==> config.mk <==
export PLATFORM = sky130hd
export DESIGN_NAME = seq_shift_mul
export DESIGN_NICKNAME = d
export VERILOG_FILES = /design/src/rtl/seq_shift_mul.sv
export SDC_FILE = /design/constraint.sdc
export NUM_CORES = 1
export LEC_CHECK = 0
export ABC_AREA = 0
export BUFFER_PORTS_ARGS = -buffer_cell sky130_fd_sc_hd__buf_2
export CAP_MARGIN = 10
export CORE_ASPECT_RATIO = 0.8
export CORE_MARGIN = 1.5
export CORE_UTILIZATION = 45
export CTS_CLUSTER_SIZE = 28
export DETAILED_ROUTE_END_ITERATION = 12
export GPL_ROUTABILITY_DRIVEN = 0
export GPL_TIMING_DRIVEN = 1
export PLACE_DENSITY = 0.71
export SLEW_MARGIN = 20
export SYNTH_ARGS = -nofsm -noshare
export SYNTH_HDL_FRONTEND = slang
export SYNTH_SLANG_ARGS = --single-unit
==> constraint.sdc <==
create_clock -name clk -period 2.6 [get_ports clk]
set_input_delay 0.26 -clock clk [delete_from_list [all_inputs] [get_ports clk]]
set_output_delay 0.26 -clock clk [all_outputs]
set_load 0.05 [all_outputs]
==> src/rtl/seq_shift_mul.sv <==
module seq_shift_mul #(
  parameter int W = 32
) (
  input  logic           clk,
  input  logic           rst_n,
  input  logic           start,
  input  logic [W-1:0]   mcand_in,
  input  logic [W-1:0]   mplier_in,
  output logic           busy,
  output logic           done,
  output logic [2*W-1:0] product
);
  localparam int CW = $clog2(W);
  localparam logic [CW-1:0] LAST = CW'(W - 1);

  logic [W-1:0]   mcand;
  logic [2*W-1:0] acc;
  logic [CW-1:0]  step;
  logic [W:0]     sum;

  // carry kept as bit W, shifted into the top of the register
  assign sum     = {1'b0, acc[2*W-1:W]} + {1'b0, (acc[0] ? mcand : {W{1'b0}})};
  assign product = acc;

  always_ff @(posedge clk or negedge rst_n) begin
    if (!rst_n) begin
      mcand <= '0;
      acc   <= '0;
      step  <= '0;
      busy  <= 1'b0;
      done  <= 1'b0;
    end else begin
      done <= 1'b0;
      if (!busy) begin
        if (start) begin
          acc   <= {{W{1'b0}}, mplier_in};
          mcand <= mcand_in;
          step  <= '0;
          busy  <= 1'b1;
        end
      end else begin
        acc  <= {sum, acc[W-1:1]};
        step <= step + 1'b1;
        if (step == LAST) begin
          busy <= 1'b0;
          done <= 1'b1;
        end
      end
    end
  end

  AST_LOAD_OPERAND: assert property (@(posedge clk) disable iff (!rst_n)
    start && !busy |=> busy && product == {{W{1'b0}}, $past(mplier_in)});
  AST_DONE_SINGLE: assert property (@(posedge clk) disable iff (!rst_n)
    done |=> !done);
  AST_DONE_IDLE: assert property (@(posedge clk) disable iff (!rst_n)
    done |-> !busy);
  AST_STEP_ADVANCE: assert property (@(posedge clk) disable iff (!rst_n)
    busy && step != LAST |=> busy && step == $past(step) + 1'b1);
  AST_IDLE_HOLD: assert property (@(posedge clk) disable iff (!rst_n)
    !busy && !start |=> $stable(product));
  AST_MCAND_HELD: assert property (@(posedge clk) disable iff (!rst_n)
    busy |=> $stable(mcand));
endmodule

# After elaboration in Yosys (flattened, before gate mapping)
# Cells that the tools add are included.
[word_totals]
elab_cells = 21
reg_bits = 103
out_inout_bits = 66
inputBits = 67
[classes]
add_sub_neg = 2
n_reduce_logical = 2
mux = 10
n_eq_ne = 1
n_bitwise = 1
[op_table]
columns = ["cell", "n"]
rows = [
  ["$mux 64", 2],
  ["$add 32x32->33", 1],
  ["$mux 32", 1],
  ["$mux 5", 2],
  ["$add 5x1->5 const B", 1],
  ["$eq 5x5->1 const B", 1],
  ["$mux 1", 5],
  ["$reduce_and 2->1", 1],
  ["$reduce_bool 2->1", 1],
  ["$not 1->1", 1],
]

# Logic depth before layout (Yosys ltp)
# Gate-level depths: netlist (run 1).
[logic_depth]
word_depth = 3
mapped_depth = 12
mapped_depth_nobuf = 11

# Least setup slack after synthesis (run 1)
# No wires, ideal clock.
[synth_timing]
kind = "register to register"
from = "reg acc[0], in the netlist product[0]"
to = "reg acc[51], in the netlist product[51]"
stages_incl_launch_ff = 13
setup_ps = 69
n_path_buf = 1
slack_ps = -370
required_ps = 2531
period_less_slack_ps = 2970
arrival_ps = 2901
path_cell_list = "dfrtp_1 -> clkbuf_1 -> and2_1 -> ha_1 -> inv_1 -> fa_1 -> nor2b_1 -> o211a_1 -> o21ai_0 -> a21oi_2 -> a31oi_1 -> or4_1 -> nand3_1"
[synth_via]
elab_chain_cells = 3
[synth_lines]
columns = ["element", "line", "source"]
rows = [
  ["from (decl)", "17", "logic [2*W-1:0] acc;"],
  ["from (signal assigned)", "36", "acc <= {{W{1'b0}}, mplier_in};"],
  ["from (signal assigned)", "42", "acc <= {sum, acc[W-1:1]};"],
  ["$mux 32", "22", "assign sum = {1'b0, acc[2*W-1:W]} + {1'b0, (acc[0] ? mcand : {W{1'b0}})};"],
  ["$add 32x32->33", "22", ""],
  ["$mux 64", "34", "if (!busy) begin"],
]
# No other way between the ends.
# A chain may end at the register's enable or synchronous reset.

# Worst setup path in the final report (run 1)
[layout_timing]
from = "reg acc[0], in the netlist product[0]"
to = "reg acc[55], in the netlist product[55]"
# The elaborated chain is that of the path after synthesis.

==> summary.md, run 1 <==
| Metric | Value |
|---|---|
| Crit path kind | flip-flop to flip-flop |
| Most frequent cell after synthesis | dfrtp_1 |
| Synth Area in Simple Gates | 14.7% |
| Final net count | 912 |
| Synth top area share | 41.5% |
| Startpoint Class | flip-flop |
| Required @ worst endpoint | 2850 ps |
| Worst Hold Class | primary input to flip-flop |
| Final WS setup | -21.8 ps |
| Area contributors post-synth | dfrtp_1 (42%), ha_1 (6.9%), mux2_2 (5.8%) |
| Core Area | 0.0135 mm^2 |
| Top-Level Pins | 133 |
| Root buffer cell | clkbuf_16 |
| Number of synthesized flops with an enable pin | 0 |
| Adder-cell share of the synthesized area | 7.17% |
| WL final | 17100 um |
| Crit path from | product[0]$_DFFE_PN0P_ |
| Cells after Synth | 639 |
| Seq/Total Area, Yosys | 41.5% |
| Setup-failing EPs final | 1 |
| Post-synth ARST share | 100% |
| Mean Syn Cell Area | 9.72 um^2 |
| Area leader, netlist | dfrtp_1 |
| Fmax | 0.381 GHz |
| Reg2Reg Depth | 9 |
| Max Slew Vio Count | 0 |
| Area of the multi-input gates | 0.00382 mm^2 |
| DR vias | 5571 |
| Largest net degree at the start of global routing | 85 |
| Library cells used by synthesis | 62 |
| Remaining DRCs | 0 |
| Vias per std cell | 5.60 |
| RSZ-0062 raised after global routing | yes |
| Die Ht | 108 um |
| Status | finished, violations left |
| Antenna diodes | 0 |
| Area grow syn2layout | 31.6% |
| Xor/xnor share of the synthesized area | 3.24% |
| Max-cap violation count | 0 |
| Clock Tree Buf Depth | 2 |
| IO Port Bufs | 132 |
| CP Data Arrival Time | 2870 ps |
| Vias in the first global route | 5511 |
| Fillers | 1138 |
| Slew HR | 49.1% |
| CTS buffer count | 9 |
| DP HPWL | 12100 um |
| Worst hold stages | 2 |
| Slew at the pin closest to its max-slew limit | 763 ps |
| Compound-Gate Fraction of Synth Area | 19.1% |
| R2r endpoint | product[55]$_DFFE_PN0P_ |
| First-pass GRT wire length | 27200 um |
| Wirelength per Cell | 17.2 um |
| Starting DRT DRC Count | 380 |
| FF-to-FF Start | product[0]$_DFFE_PN0P_ |
| CTS sink count | 103 |
| Drt pass-1 iters | 5 |
| Place WS | -75.0 ps |
| Die area | 0.0145 mm^2 |
| Fin crit period | 2620 ps |
| Post-synthesis mux area share | 11.1% |
| Max Clock Skew | 14.4 ps |
| CTS tree | yes |
| FF+latch count, synth | 103 |
| Fin crit share | 101% |
| Hold Slack | 124 ps |
| Clk_lat worst skew | 360 ps |
| Die W | 134 um |
| Critical Path Sink | product[55]$_DFFE_PN0P_ |
| Layout cells sized above 1 | 37.9% |
| Post-synth top flop | dfrtp_1 |
| Post-DRT Antenna Nets | 0 |
| GRT overflow | 0 |
| Worst-path clk slew | 70 ps |
| Combinational family with the most area after synthesis | compound AO/OA/AOI/OAI gates |
| Reg2Reg Setup Slack | -20 ps |
| Row count | 38 |
| Starting density of the core | 46.0% |
| Setup crit end kind | flip-flop |
| Hold Fails Final Rpt | 0 |
| Synth warnings | 0 |
| Failing checks | setup timing |
| Initial antenna violation count | 0 |
| H-tree depth | 3 |
| Top cell types by occurrence after synthesis | dfrtp_1 (103), nand2_1 (76), o21ai_0 (61), and2_1 (35), ha_1 (34) |
| Tot GR Track Use | 23.6% |
| Post-Syn Nets | 741 |
| FF+latch area | 0.00258 mm^2 |
| Cell Area, Synth | 0.00621 mm^2 |
| CP max FO | 15 |
-- how the worst min path moves through the flow --
stage                            start                    end  slack [ps]
after detailed placement         rst_n  mcand[14]$_DFFE_PN0P_         270
final                     mcand_in[12]  mcand[12]$_DFFE_PN0P_         120
after CTS                 mcand_in[29]  mcand[29]$_DFFE_PN0P_         120
after floorplan                  rst_n         busy$_DFF_PN0_         -40
after global placement           rst_n  mcand[13]$_DFFE_PN0P_         280
after global routing      mcand_in[29]  mcand[29]$_DFFE_PN0P_         110
-- worst max-delay path, cell delays in order, from the launching register on --
cell and delay [ps]:
dfrtp_2 460, buf_12 160, and2_1 170, ha_4 310
nand4_1 220, nor4b_1 510, buf_4 190, nor2_1 70
and4_1 200, a211o_1 220
-- cells in the final DEF, fill, tap and decap left out, types with 7 or more instances in the layout --
cell type	n
buf_2	131
dfrtp_1	101
nand2_1	75
buf_4	59
o21ai_0	58
mux2i_1	33
mux2_2	32
and2_1	31
a21oi_1	21
nor2_1	18
ha_4	18
xnor2_1	16
a21o_1	15
ha_1	15
inv_1	13
nand3_1	13
a21oi_2	9
o21ai_1	9
clkbuf_16	9
and3_1	7
o21a_1	7
nor3_1	7
xor2_1	7
-- timing repair --
action                                  in CTS  in global routing
resized for setup                           12                 42
hold endpoints to repair                    35                  0
pin swaps                                    7                 20
endpoints found under the setup margin       5                 16
hold buffers                                 1                  0
buffers inserted                             4                  7
-- through the flow --
stage	utilization (%)	cell area, um^2	cells	TNS [ps]
final	60.5	8170	995	-21.8
after global routing	60.5	8170	995	-325
after CTS	58.2	7860	988	-29.1
after detailed placement	55.1	7440	967	-130
after global placement	55.1	7440	967	-6.61
after floorplan	-	6270	639	-213
-- registers in the layout (all words and copies together), names as in the netlist --
register / cells
product: 64
mcand: 32
step: 5
busy: 1
done: 1
-- final cells by class --
class	count	share of cell area (%)
clock buffer	10	2.80
clock inverter	6	0.950
multi-input combinational	487	46.8
tap	180	2.76
inverter	14	0.643
sequential	103	31.6
timing repair buffer	195	14.4
-- routing by layer --
metal,track usage (%),part of all wire [%],vias to the layer above
li1,-,-,2638
met4,8.29,2.4,0
met5,0,0,-
met1,31.9,46,2698
met3,5.63,5.9,39
met2,37.2,46,196
-- cell families after synthesis --
| family | count (synthesis) |
|---|---|
| AO/OA/AOI/OAI | 178 |
| XOR/XNOR | 23 |
| adder cells (fa/ha/maj) | 35 |
| buffers and inverters | 49 |
| flip-flops | 103 |
| multiplexers | 65 |
| AND/OR/NAND/NOR | 186 |
Power of run 1 is not shown: default switching activity piles up to over one toggle a cycle in this logic, so the estimate is an artifact.
==> run 2: changes to the inputs <==
CTS_CLUSTER_DIAMETER = 200   (was unset)
SETUP_SLACK_MARGIN = 0.5   (was unset)
==> run 2 against run 1 <==
  * The flow still finishes with violations (setup timing)
  * Utilization rose by 0.83 points
  * Register-to-register slack got worse by 30 ps
  * Setup slack got worse by 30 ps
  * Die area did not move
  * Critical path type unchanged
  * Highest routed layer unchanged
==> summary.md, run 2 (synthesis gave the netlist of run 1 again) <==
| Metric | Value |
|---|---|
| Failing checks | setup timing |
| Worst Hold Class | primary input to flip-flop |
| DR vias | 5505 |
| Required @ worst endpoint | 2890 ps |
| Die area | 0.0145 mm^2 |
| Slew HR | 57.0% |
| Setup-failing EPs final | 5 |
| Fmax | 0.377 GHz |
| Fillers | 1162 |
| RSZ-0062 raised after global routing | yes |
| WL final | 17000 um |
| Initial antenna violation count | 0 |
| Fin crit share | 102% |
| Fin crit period | 2650 ps |
| Die Ht | 108 um |
| Total negative slack | -151 ps |
| Worst path buffer plus inverter count | 1 |
| Row count | 38 |
| Tot GR Track Use | 23.6% |
| Vias per std cell | 5.56 |
| Max Slew Vio Count | 0 |
| Antenna diodes | 0 |
| H-tree depth | 3 |
| CP max stage cell | dfrtp_2 |
| GRT overflow | 0 |
| Drt pass-1 iters | 4 |
| Core Area | 0.0135 mm^2 |
| Root buffer cell | clkbuf_16 |
| CTS buffer count | 9 |
| Hold Fails Final Rpt | 0 |
| CTS sink count | 103 |
| Crit path kind | flip-flop to flip-flop |
| Most frequent cells in the layout | buf_2 (131), dfrtp_1 (101), nand2_1 (72) |
| IO Port Bufs | 132 |
| Top delay family on crit path | compound AO/OA/AOI/OAI gates |
| Setup crit end kind | flip-flop |
| Wirelength per Cell | 17.1 um |
| Remaining DRCs | 0 |
| Commonest non-fill, non-tap cell in the layout | buf_2 |
| Slew at the pin closest to its max-slew limit | 644 ps |
| Starting DRT DRC Count | 366 |
| Top-Level Pins | 133 |
| CTS tree | yes |
| First-pass GRT wire length | 27300 um |
| Critical Path Max Stage Delay | 450 ps |
| Worst-path clk slew | 70 ps |
| Clock Tree Buf Depth | 2 |
| Final net count | 908 |
| Die W | 134 um |
| Area grow syn2layout | 33.4% |
| Largest net degree at the start of global routing | 46 |
| Post-DRT Antenna Nets | 0 |
| Startpoint Class | flip-flop |
| Status | finished, violations left |
| CP Cell Sequence | buf_12 -> and2_1 -> ha_4 -> o211ai_1 -> o211a_1 -> o221ai_2 -> a31oi_4 -> o21a_1 -> or3_1 -> nand3_1 |
| Max-cap violation count | 0 |
| CP Data Arrival Time | 2940 ps |
| DP HPWL | 12000 um |
| Max Clock Skew | 12.3 ps |
| Layout cells sized above 1 | 40.5% |
| Starting density of the core | 46.0% |
| Max reg flops | 64 |
| Vias in the first global route | 5409 |
| Clk_lat worst skew | 360 ps |
| Final WS setup | -51.8 ps |
| CP max FO | 23 |
## run 2: cell type report
type | count | area, um^2 | area share, %
Clock buffer | 10 | 239 | 2.89
Clock inverter | 5 | 38.8 | 0.468
Inverter | 14 | 52.6 | 0.635
Multi-Input combinational cell | 487 | 3980 | 48.0
Sequential cell | 103 | 2580 | 31.2
Tap cell | 180 | 225 | 2.72
Timing Repair Buffer | 191 | 1170 | 14.1
## run 2: path summary, 6_finish.rpt
path / depth (start not counted) / start / end / slack [ps]
min: 2 / mcand_in[13] / mcand[13]$_DFFE_PN0P_ / 130
min in group asynchronous: 2 / rst_n / mcand[14]$_DFFE_PN0P_ / 440
max in group asynchronous: 3 / rst_n / product[0]$_DFFE_PN0P_ / 1440
max: 10 / product[0]$_DFFE_PN0P_ / product[58]$_DFFE_PN0P_ / -50
min reg2reg: 1 / mcand[29]$_DFFE_PN0P_ / mcand[29]$_DFFE_PN0P_ / 500
max reg2reg: 10 / product[0]$_DFFE_PN0P_ / product[58]$_DFFE_PN0P_ / -50
## run 2: what timing repair did
| action | 4_1_cts | 5_1_grt |
|---|---|---|
| hold buffers | 1 | 0 |
| resized for setup | 43 | 38 |
| hold endpoints to repair | 41 | 0 |
| setup buffers | 14 | 4 |
| setup endpoints to repair | 27 | 27 |
| pin swaps | 31 | 17 |
## run 2: layer usage
layer  up-vias  GRT usage (%)  routed length (um)
met3        25           6.33                1030
met2       189           37.8                7840
met1      2659           32.0                7800
met4         0           5.30                 308
li1       2632              -                   -
met5         -              0                   0
## run 2: stage by stage
step           setup WS, ps  utilization, %  std cells  cell area, um^2  hold WS, ps
3_3_place_gp           24.5            55.1        956             7440          287
6_report              -51.8            61.3        990             8280          129
5_1_grt                -122            61.3        990             8280          119
4_1_cts                8.91            59.5        986             8030          118
2_1_floorplan         -72.7               -        639             6360        -35.6
3_5_place_dp          -78.3            55.1        956             7440          284
Power of run 2 is left out for the same reason.
